===== src/rtl/adc_trig_pkg.sv =====
package adc_trig_pkg;

    localparam int ADDR_W        = 3;
    localparam int GAIN_W        = 3;
    localparam int PACER_STAGES  = 2;
    localparam logic [GAIN_W-1:0] GAIN_MAX_CODE = 3'd4;

    typedef enum logic [ADDR_W-1:0] {
        A_MODE   = 3'd0,
        A_DIV0   = 3'd1,
        A_DIV1   = 3'd2,
        A_SWTRIG = 3'd3,
        A_GAIN   = 3'd4,
        A_CLROVR = 3'd5
    } reg_addr_e;

    typedef struct packed {
        logic pacer_sel;
        logic ext_sel;
    } mode_t;

    typedef enum logic [1:0] {
        SRC_SOFT  = 2'd0,
        SRC_PACER = 2'd1,
        SRC_EXT   = 2'd2
    } trig_src_e;

    function automatic trig_src_e decode_mode(mode_t m);
        if (m.ext_sel)
            return SRC_EXT;
        else if (m.pacer_sel)
            return SRC_PACER;
        else
            return SRC_SOFT;
    endfunction

    function automatic logic gain_code_ok(logic [GAIN_W-1:0] c);
        return c <= GAIN_MAX_CODE;
    endfunction

endpackage


===== src/rtl/trig_edge_sync.sv =====
module trig_edge_sync #(
    parameter int STAGES = 2
) (
    input  logic clk,
    input  logic rst,
    input  logic din,
    output logic rise
);
    logic [STAGES:0] chain;

    always_ff @(posedge clk) begin
        if (rst)
            chain <= '0;
        else
            chain <= {chain[STAGES-1:0], din};
    end

    assign rise = chain[STAGES-1] & ~chain[STAGES];
endmodule


===== src/rtl/trig_pacer.sv =====
module trig_pacer #(
    parameter int W      = 16,
    parameter int STAGES = 2
) (
    input  logic                       clk,
    input  logic                       rst,
    input  logic                       run,
    input  logic                       restart,
    input  logic [STAGES-1:0][W-1:0]   div_vals,
    output logic                       tick
);
    logic [STAGES:0] carry;

    assign carry[0] = run & ~restart;

    for (genvar g = 0; g < STAGES; g++) begin : g_stage
        logic [W-1:0] cnt;
        logic [W-1:0] reload;

        assign reload = div_vals[g] - W'(1);

        always_ff @(posedge clk) begin
            if (rst || !run || restart)
                cnt <= reload;
            else if (carry[g])
                cnt <= (cnt == '0) ? reload : cnt - W'(1);
        end

        assign carry[g+1] = carry[g] & (cnt == '0);
    end

    assign tick = carry[STAGES];
endmodule


===== src/rtl/trig_start_gate.sv =====
module trig_start_gate
    import adc_trig_pkg::*;
(
    input  logic      clk,
    input  logic      rst,
    input  trig_src_e src,
    input  logic      soft_req,
    input  logic      pacer_tick,
    input  logic      ext_rise,
    input  logic      busy,
    input  logic      clr_ovr,
    output logic      conv_start,
    output logic      overrun
);
    logic trig;

    always_comb begin
        case (src)
            SRC_SOFT:  trig = soft_req;
            SRC_PACER: trig = pacer_tick;
            SRC_EXT:   trig = ext_rise;
            default:   trig = 1'b0;
        endcase
    end

    always_ff @(posedge clk) begin
        if (rst) begin
            conv_start <= 1'b0;
            overrun    <= 1'b0;
        end else begin
            conv_start <= trig & ~busy;
            if (trig && busy)
                overrun <= 1'b1;
            else if (clr_ovr)
                overrun <= 1'b0;
        end
    end
endmodule


===== src/rtl/adc_trig_sel.sv =====
module adc_trig_sel
    import adc_trig_pkg::*;
#(
    parameter int DIV_W       = 16,
    parameter int SYNC_STAGES = 2
) (
    input  logic              clk,
    input  logic              rst,
    input  logic              wr_en,
    input  logic [ADDR_W-1:0] wr_addr,
    input  logic [DIV_W-1:0]  wr_data,
    input  logic              ext_trig,
    input  logic              conv_busy,
    output logic              conv_start,
    output logic [GAIN_W-1:0] gain_code,
    output logic              overrun
);
    localparam logic [DIV_W-1:0] DIV_MIN = DIV_W'(2);

    function automatic logic [DIV_W-1:0] clamp_div(logic [DIV_W-1:0] v);
        return (v < DIV_MIN) ? DIV_MIN : v;
    endfunction

    mode_t                               mode_q;
    logic [GAIN_W-1:0]                   gain_q;
    logic [PACER_STAGES-1:0][DIV_W-1:0]  div_q;
    logic                                restart_q;
    logic [PACER_STAGES-1:0]             wr_div;
    logic                                wr_mode, wr_soft, wr_gain, wr_clr;
    trig_src_e                           src;
    logic                                pacer_tick, ext_rise;

    assign wr_mode = wr_en && (wr_addr == A_MODE);
    assign wr_soft = wr_en && (wr_addr == A_SWTRIG);
    assign wr_gain = wr_en && (wr_addr == A_GAIN);
    assign wr_clr  = wr_en && (wr_addr == A_CLROVR);
    assign wr_div[0] = wr_en && (wr_addr == A_DIV0);
    assign wr_div[1] = wr_en && (wr_addr == A_DIV1);

    always_ff @(posedge clk) begin
        if (rst) begin
            mode_q    <= '0;
            gain_q    <= '0;
            restart_q <= 1'b0;
            for (int i = 0; i < PACER_STAGES; i++)
                div_q[i] <= DIV_MIN;
        end else begin
            if (wr_mode)
                mode_q <= mode_t'(wr_data[1:0]);
            if (wr_gain && gain_code_ok(wr_data[GAIN_W-1:0]))
                gain_q <= wr_data[GAIN_W-1:0];
            restart_q <= |wr_div;
            for (int i = 0; i < PACER_STAGES; i++)
                if (wr_div[i])
                    div_q[i] <= clamp_div(wr_data);
        end
    end

    assign src       = decode_mode(mode_q);
    assign gain_code = gain_q;

    trig_pacer #(
        .W      (DIV_W),
        .STAGES (PACER_STAGES)
    ) u_pacer (
        .clk      (clk),
        .rst      (rst),
        .run      (src == SRC_PACER),
        .restart  (restart_q),
        .div_vals (div_q),
        .tick     (pacer_tick)
    );

    trig_edge_sync #(
        .STAGES (SYNC_STAGES)
    ) u_ext (
        .clk  (clk),
        .rst  (rst),
        .din  (ext_trig),
        .rise (ext_rise)
    );

    trig_start_gate u_gate (
        .clk        (clk),
        .rst        (rst),
        .src        (src),
        .soft_req   (wr_soft),
        .pacer_tick (pacer_tick),
        .ext_rise   (ext_rise),
        .busy       (conv_busy),
        .clr_ovr    (wr_clr),
        .conv_start (conv_start),
        .overrun    (overrun)
    );
endmodule


===== config.mk =====
export PLATFORM = sky130hd
export DESIGN_NAME = adc_trig_sel
export DESIGN_NICKNAME = d
export VERILOG_FILES = /design/src/rtl/adc_trig_pkg.sv /design/src/rtl/trig_edge_sync.sv /design/src/rtl/trig_pacer.sv /design/src/rtl/trig_start_gate.sv /design/src/rtl/adc_trig_sel.sv
export SDC_FILE = /design/constraint.sdc
export NUM_CORES = 1
export LEC_CHECK = 0
export BUFFER_PORTS_ARGS = -buffer_cell sky130_fd_sc_hd__clkbuf_2
export CAP_MARGIN = 30
export CORE_UTILIZATION = 54
export DETAILED_ROUTE_END_ITERATION = 10
export PLACE_DENSITY_LB_ADDON = 0.08
export SLEW_MARGIN = 25
export SYNTH_ARGS = -nofsm -noshare
export SYNTH_HDL_FRONTEND = slang
export SYNTH_SLANG_ARGS = --single-unit

===== constraint.sdc =====
create_clock -name clk -period 2.2 [get_ports clk]
set_input_delay 0.44 -clock clk [delete_from_list [all_inputs] [get_ports clk]]
set_output_delay 0.44 -clock clk [all_outputs]
set_load 0.03 [all_outputs]

# [Yosys cells after proc, flatten, opt, wreduce, memory -nomap -nowiden]
# Index checks and enable logic that the tools add are counted.
[word_totals] elab_cells=63 in_bits=24 output_inout_bits=5 register_bits=75
[classes] n_reduce_logical=19 n_lt_le_gt_ge=2 n_mux=12 n_addsub=4 eq_ne=7 bitwise_logic=8
[ops] cell="2-to-1 mux 16 bit" count=7
[ops] cell="subtractor 16 x 1 -> 16 bit (second input constant)" count=4
[ops] cell="zero test 16 bit" count=2
[ops] cell="less-than comparator 16 x 2 -> 1 bit (second input constant)" count=1
[ops] cell="logical AND 1 bit" count=8
[ops] cell="== test 3 x 2 -> 1 bit (second input constant)" count=2
[ops] cell="== test 3 bit (second input constant)" count=2
[ops] cell="nonzero test 2 bit" count=3
[ops] cell="bitwise AND 1 bit" count=5
[ops] cell="== test 3 x 1 -> 1 bit (second input constant)" count=1
[ops] cell="less-or-equal comparator 3 bit (second input constant)" count=1
[ops] cell="zero test 3 bit" count=1
[ops] cell="2-to-1 mux 1 bit" count=3
[ops] cell="inverter 1 bit" count=3
[ops] cell="case mux 1 bit (3 select lines)" count=1
[ops] cell="== test 2 x 1 -> 1 bit (second input constant)" count=1
[ops] cell="== test 2 bit (second input constant)" count=1
[ops] cell="zero test 2 bit" count=1
[ops] cell="logical OR 1 bit" count=2
[ops] cell="2-to-1 mux 2 bit" count=1
[ops] cell="OR reduction 2 bit" count=1
[ops] cell="zero test 1 bit" count=1

# [Logic depth before layout (Yosys ltp)]
# Gate-level depths: netlist of run 1.
[logic_depth] ltp_word=9 ltp_mapped=8 ltp_nobuf=7

# [By module]
# Synthesis of run 1 repeated with hierarchy kept, for this count alone.
[hier_totals] cells_unflattened=447 area_unflattened_um2=4180.3
[modules_own_cells] module="trig_pacer" seq_area_each_um2=960.9 instances=1 cells_each=256 area_each_um2=2399.8
[modules_own_cells] module="adc_trig_sel" seq_area_each_um2=760.7 instances=1 cells_each=174 area_each_um2=1581.5
[modules_own_cells] module="trig_start_gate" seq_area_each_um2=40.0 instances=1 cells_each=10 area_each_um2=111.4
[modules_own_cells] module="trig_edge_sync" seq_area_each_um2=60.1 instances=1 cells_each=7 area_each_um2=87.6

# [Least setup slack after synthesis of run 1]
# Ideal clock, no wire load.
[synth_path] kind="register -> register" start="register u_pacer.g_stage[0].cnt[7]" end="register u_pacer.g_stage[0].cnt[2] (data pin)" path_slack_ps=-207 path_stages_with_launch=6 synth_period_minus_slack_ps=2407 path_buffers=1 setup_time_ps=301 t_required_ps=1899 arrival_time_ps=2106 path_cell_list="edfxtp_1 -> nor4_1 -> nand4_1 -> nand2_1 -> clkbuf_1 -> a31oi_1"
[synth_via] elab_chain_cells=4
[synth_rtl] element="start: declaration" line_no="trig_pacer.sv:17" source="logic [W-1:0] cnt;"
[synth_rtl] element="start signal: assignment" line_no="trig_pacer.sv:24" source="cnt <= reload;"
[synth_rtl] element="start signal: assignment" line_no="trig_pacer.sv:26" source="cnt <= (cnt == '0) ? reload : cnt - W'(1);"
[synth_rtl] element="zero test 16 bit" line_no="trig_pacer.sv:26"
[synth_rtl] element="2-to-1 mux 16 bit" line_no="trig_pacer.sv:26"
[synth_rtl] element="2-to-1 mux 16 bit" line_no="trig_pacer.sv:25" source="else if (carry[g])"
[synth_rtl] element="2-to-1 mux 16 bit" line_no="trig_pacer.sv:23" source="if (rst || !run || restart)"
# No other way between the ends. The select of a mux whose other input is x is not followed.
# A chain may end at the register's enable or synchronous reset.

# [Worst setup path after layout of run 1]
[layout_path] start="register u_pacer.g_stage[1].cnt[1]" end="register u_pacer.g_stage[1].cnt[2] (data pin)"
[layout_via] elab_chain_cells=4
[layout_rtl] element="start: declaration" line_no="trig_pacer.sv:17"
[layout_rtl] element="start signal: assignment" line_no="trig_pacer.sv:24"
[layout_rtl] element="start signal: assignment" line_no="trig_pacer.sv:26"
[layout_rtl] element="subtractor 16 x 1 -> 16 bit or zero test 16 bit (tied branches)" line_no="trig_pacer.sv:26"
[layout_rtl] element="2-to-1 mux 16 bit *" line_no="trig_pacer.sv:26"
[layout_rtl] element="2-to-1 mux 16 bit *" line_no="trig_pacer.sv:25"
[layout_rtl] element="2-to-1 mux 16 bit *" line_no="trig_pacer.sv:23"
# Mark *: on every way between the ends. The rest lies on a longest branch, timed or not. The select of a mux whose other input is x is not followed.

==> run summary, run 1 <==
status - finished with violations
violated checks - setup timing
Adder-Cell Fraction of Synth Area - 0.0190
Synth Area in XOR/XNOR - 0.107
Avg Inst Size Synth - 8.93 um2
post-synth cell types - 40
layout cells sized above 1 - 0.195
Num CTS Buffers - 9
Layout Cells excl Fill - 619
via count - 3323
P&R area growth vs syn - 22.2%
# hold bufs at CTS - 0
reg2reg path depth - 7
first-pass GRT wire length - 15200 um
compound-cell area share of the yosys netlist - 0.0888
Setup CP Type - register to register
antenna violations before repair - 0
CORE AREA - 0.00694 mm2
Worst Path Required - 2300 ps
height of the die - 87.5 um
min-delay worst type - input port to register
initial core utilization - 0.568
max_slew headroom - 0.629
hold path depth - 2
pwr/cell area - 638 mW/mm2
placed instance count - 600
largest family of logic cells by synthesized area - simple AND/OR/NAND/NOR gates
register bit total from synthesis - 75
drc violations - 0
Initial DRC Count - 194
Final Skew - 10.9 ps
Routability Congestion - 0.797
leak pwr - 0.00196 uW
PortBufs - 28
Synth warnings - 0
Final HPWL DP - 6570 um
First-pass DRT Iterations - 5
Overflow after GRT - 0
Finish-stage setup viols - 16
fmax - 0.444 GHz
final instance area - 0.00482 mm2
clock tree root buffer cell - clkbuf_8
mux cell area share after synthesis - 0.0406
fin crit period - 2250 ps
post-placement cell area - 0.00447 mm2
final core occ - 0.694
post-synth top area share - 0.244
clk buf depth - 2
Final Hold Viols - 0
TritonCTS clock tree - built
Hold Slack - 261 ps
ANT nets after route - 0
RSZ-0062 raised after global routing - true
worst skew pair latency - 360 ps
Slew @ Worst Pin - 551 ps
Worst-path clk slew - 80 ps
WP data arrival - 2350 ps
# nets final - 548
vias in the first global route - 3248
CP endpoint kind - register
Final WS setup - -51.5 ps
Sink Count - 75
VDD IR max - 0.362 mV
Slew Viols, Final - 0
# rows - 30
mapped cell area - 0.00395 mm2
Startpoint Class - register
Max FO, Critical Path - 8
Horiz. Die Dim - 87.5 um
number of diodes - 0
Simple-Gate Fraction of Synth Area - 0.254
Syn Inst Count - 442
DR WL/cell - 14.7 um
DR vias/cell - 5.37
H-tree depth - 3
cell accounting for the most synthesized area - edfxtp_1
register area share after synthesis - 0.462
final period utilization - 1.02
most area-consuming cells after synthesis - edfxtp_1, dfxtp_1, nand2_1, xnor2_1, a21oi_1
die area - 0.00765 mm2
pin count of the biggest net entering global routing - 44
Design Power - 3080 uW
I/O Pins - 29
final WL - 9100 um
All-Layer GR Usage - 0.262
MaxCap Viol Count - 0
-- through the flow --
step / setup TNS, ps / setup slack (ps)
final: -490 / -51.5
after global routing: -1450 / -108
after CTS: -11.2 / -11.2
after detailed placement: -564 / -74.2
after global placement: -89.1 / -20.6
after floorplan: -393 / -57.2
-- area by class of cell --
class                      count  area (um2)
clock buffer                  14         216
sequential                    75        1820
clock inverter                 2        10.0
timing repair buffer          67         474
tap                           96         120
fill                         592        2120
inverter                      10        37.5
multi-input combinational    355        2140
-- repair_timing --
action                     CTS  global route
setup endpoints to repair   13            18
cloned                       0             2
resized for setup            5            17
buffers inserted             1             0
pin swaps                    1             3
-- Yosys cell counts --
master and count:
a211o_1 2, a21boi_0 1, a21o_1 1, a21oi_1 47
a31oi_1 2, and2_1 2, buf_4 1, buf_6 1
clkbuf_1 15, conb_1 1, dfxtp_1 43, edfxtp_1 32
ha_1 6, inv_1 10, mux2i_1 16, nand2_1 79
nand2_2 1, nand2b_1 7, nand3_1 5, nand3b_1 5
nand4_1 4, nor2_1 39, nor2b_1 7, nor3_1 19
nor3b_1 5, nor4_1 13, nor4b_1 2, o21a_1 2
o21ai_0 6, o22ai_1 1, o31ai_1 1, o41a_1 1
or2_2 1, or3_1 6, or4_1 5, or4_4 2
or4b_1 1, or4b_2 2, xnor2_1 28, xor2_1 20
-- kinds of logic after synthesis --
logic type,count (synthesis)
multiplexers,16
AO/OA/AOI/OAI,64
XOR/XNOR,48
AND/OR/NAND/NOR,205
flip-flops,75
buffers and inverters,27
adder cells (fa/ha/maj),6
other,1
-- cell usage in the layout (no fill, tap or decap), drive strengths merged, types with 3 or more instances in the layout --
cell type / n
mux2i: 16
nand3: 5
o21ai: 6
edfxtp: 32
inv: 10
or3: 6
conb: 16
or4b: 3
nor3: 19
or4: 7
nor4: 13
xnor2: 28
nand2: 80
nor2: 39
nor3b: 5
clkbuf: 43
xor2: 20
buf: 38
nand4: 4
nand3b: 5
dfxtp: 43
nand2b: 7
ha: 6
a21oi: 47
nor2b: 7
-- metal layers --
metal | up-vias | wire length, um | track usage
met4 | 0 | 144 | 0.0879
met1 | 1549 | 4400 | 0.357
met5 | - | 0 | 0
li1 | 1674 | - | -
met3 | 17 | 384 | 0.0502
met2 | 83 | 4170 | 0.418
-- flip-flops by register name, summed over array words and instances, names as in the netlist --
signal	cells
div_q	32
u_gate.overrun	1
restart_q	1
u_pacer.g_stage.cnt	32
mode_q	2
u_ext.chain	3
u_gate.conv_start	1
gain_code	3
-- path summary, 6_finish.rpt --
path / from / to / slack (ps)
worst max-delay path: u_pacer.g_stage[1].cnt[1] / u_pacer.g_stage[1].cnt[2] / -50
worst max register to register: u_pacer.g_stage[1].cnt[1] / u_pacer.g_stage[1].cnt[2] / -50
worst min register to register: u_ext.chain[0] / u_ext.chain[1] / 450
worst min-delay path: conv_busy / u_gate.conv_start / 260
-- power by group --
group / total (uW) / internal, uW / switching, uW
clock network: 1170 / 644 / 521
registers: 1560 / 1510 / 50.2
logic: 348 / 163 / 186
-- worst max-delay path, cell delays in order (launching register included) --
cell and delay [ps]:
edfxtp_1 400, inv_2 90, ha_4 120, or4b_4 440
or4_4 600, nand2_8 130, buf_6 130, a31oi_1 80
Note: power is estimated with default switching activity, not from simulation.
==> inputs of run 2 (changes only) <==
--- a/config.mk
+++ b/config.mk
@@ -5,9 +5,9 @@
 export SDC_FILE = /design/constraint.sdc
 export NUM_CORES = 1
 export LEC_CHECK = 0
-export BUFFER_PORTS_ARGS = -buffer_cell sky130_fd_sc_hd__clkbuf_2
+export BUFFER_PORTS_ARGS = -buffer_cell sky130_fd_sc_hd__buf_2
 export CAP_MARGIN = 30
-export CORE_UTILIZATION = 54
+export CORE_UTILIZATION = 65
 export DETAILED_ROUTE_END_ITERATION = 10
 export PLACE_DENSITY_LB_ADDON = 0.08
 export SLEW_MARGIN = 25
==> constraint.sdc (replaced) <==
create_clock -name clk -period 2.64 [get_ports clk]
set_input_delay 0 -clock clk [delete_from_list [all_inputs] [get_ports clk]]
set_output_delay 0 -clock clk [all_outputs]
set_load 0.03 [all_outputs]
==> run summary, run 2 (synthesized netlist as in run 1, its figures left out) <==
status - finished clean
WP data arrival - 2630 ps
first-pass GRT wire length - 14500 um
fin crit period - 2450 ps
Worst Path Required - 2830 ps
max_slew headroom - 0.430
MaxCap Viol Count - 0
DP Worst Slack - 138 ps
height of the die - 79.9 um
number of diodes - 0
Routability Congestion - 0.806
reg2reg path depth - 7
clk buf depth - 2
die area - 0.00639 mm2
hold endpoint - mode_q[1]
clock tree root buffer cell - clkbuf_8
min-delay worst type - input port to register
fillers - 411
DR WL/cell - 15.0 um
pin count of the biggest net entering global routing - 44
vias in the first global route - 3109
Regs by FF count - div_q x32, u_pacer.g_stage.cnt x32
Hold Slack - 98.0 ps
I/O Pins - 29
CP endpoint kind - register
hold path depth - 4
Hold Crit Start - wr_addr[0]
RSZ-0062 raised after global routing - false
initial core utilization - 0.670
# rows - 28
Layout Cells excl Fill - 585
pwr/cell area - 519 mW/mm2
reg-to-reg slack, setup - 190 ps
final WL - 8770 um
Worst-path clk slew - 80 ps
most common cell after layout, fill and taps aside - nand2_1
setup TNS - 0 ps
ANT nets after route - 0
leak pwr - 0.00183 uW
antenna violations before repair - 0
Final HPWL DP - 6000 um
Setup CP Type - register to register
Crit Reg-Reg Endpoint - u_pacer.g_stage[1].cnt[15]
CORE AREA - 0.00589 mm2
RR Startpoint - u_pacer.g_stage[1].cnt[0]
commonest non-fill, non-tap cells in the layout - nand2_1, a21oi_1, dfxtp_1
Final Skew - 7.22 ps
final period utilization - 0.927
FF/Latch Area - 0.00182 mm2
First-pass DRT Iterations - 4
PortBufs - 28
postcts setup bufs - 0
layout cells sized above 1 - 0.112
final core occ - 0.780
DR vias/cell - 5.64
Final WS setup - 193 ps
Num CTS Buffers - 9
Slew Viols, Final - 0
footprint of the multi-input gates - 0.00207 mm2
Overflow after GRT - 0
fmax - 0.409 GHz
# nets final - 536
H-tree depth - 3
drc violations - 0
TritonCTS clock tree - built
P&R area growth vs syn - 16.4%
Initial DRC Count - 183
Final Hold Viols - 0
Slew @ Worst Pin - 852 ps
VDD IR max - 0.393 mV
Finish-stage setup viols - 0
via count - 3298
All-Layer GR Usage - 0.302
worst skew pair latency - 340 ps
Max FO, Critical Path - 18
placed instance count - 552
Startpoint Class - register
Sink Count - 75
Horiz. Die Dim - 79.9 um
## run 2: final cells by class
class / count / share of cell area
inverters: 10 / 0.00817
well taps: 75 / 0.0204
clock inverters: 2 / 0.00218
repair buffers: 55 / 0.0844
flip-flops and latches: 75 / 0.397
multi-input cells: 355 / 0.451
clock buffers: 13 / 0.0368
## run 2: critical path, stage by stage, from the launching register on
cell,delay (ps)
edfxtp_1,380
inv_1,120
ha_1,160
or4b_1,430
or4_1,590
nand2_4,220
buf_4,190
mux2i_1,200
## run 2: how the worst max path moves through the flow
stage                         startpoint                          to  depth (start not counted)
6_report       u_pacer.g_stage[1].cnt[0]  u_pacer.g_stage[1].cnt[15]                          7
5_1_grt        u_pacer.g_stage[1].cnt[0]  u_pacer.g_stage[1].cnt[11]                          7
2_1_floorplan  u_pacer.g_stage[0].cnt[7]   u_pacer.g_stage[0].cnt[2]                          5
3_3_place_gp   u_pacer.g_stage[1].cnt[5]  u_pacer.g_stage[1].cnt[15]                          5
4_1_cts        u_pacer.g_stage[1].cnt[0]  u_pacer.g_stage[1].cnt[15]                          7
3_5_place_dp   u_pacer.g_stage[1].cnt[0]  u_pacer.g_stage[1].cnt[15]                          7
## run 2: through the flow
step / total power [uW] / cell area (um2)
after floorplan: 1490 / 4000
after global placement: 1560 / 4230
after detailed placement: 1560 / 4230
after CTS: 2380 / 4590
after global routing: 2460 / 4590
final: 2380 / 4590
## run 2: routing by layer
layer | wire [um] | global-route usage | up-vias | part of all wire
met1 | 4020 | 0.402 | 1543 | 0.46
met4 | 156 | 0.143 | 0 | 0.018
met3 | 355 | 0.0423 | 14 | 0.040
met2 | 4240 | 0.485 | 82 | 0.48
met5 | 0 | 0 | - | 0
li1 | - | - | 1659 | -
## run 2: where the power goes
group	internal [uW]	leakage, uW	switching [uW]
clock	411	0.0000953	404
sequential	1260	0.000699	47.0
combinational	121	0.00103	138
total	1790	0.00183	589
## run 2: repair_timing
item | CTS | global route
gates resized for setup | 0 | 1
endpoints found under the hold margin | 38 | 0
endpoints found under the setup margin | 0 | 8
hold buffers | 18 | 0
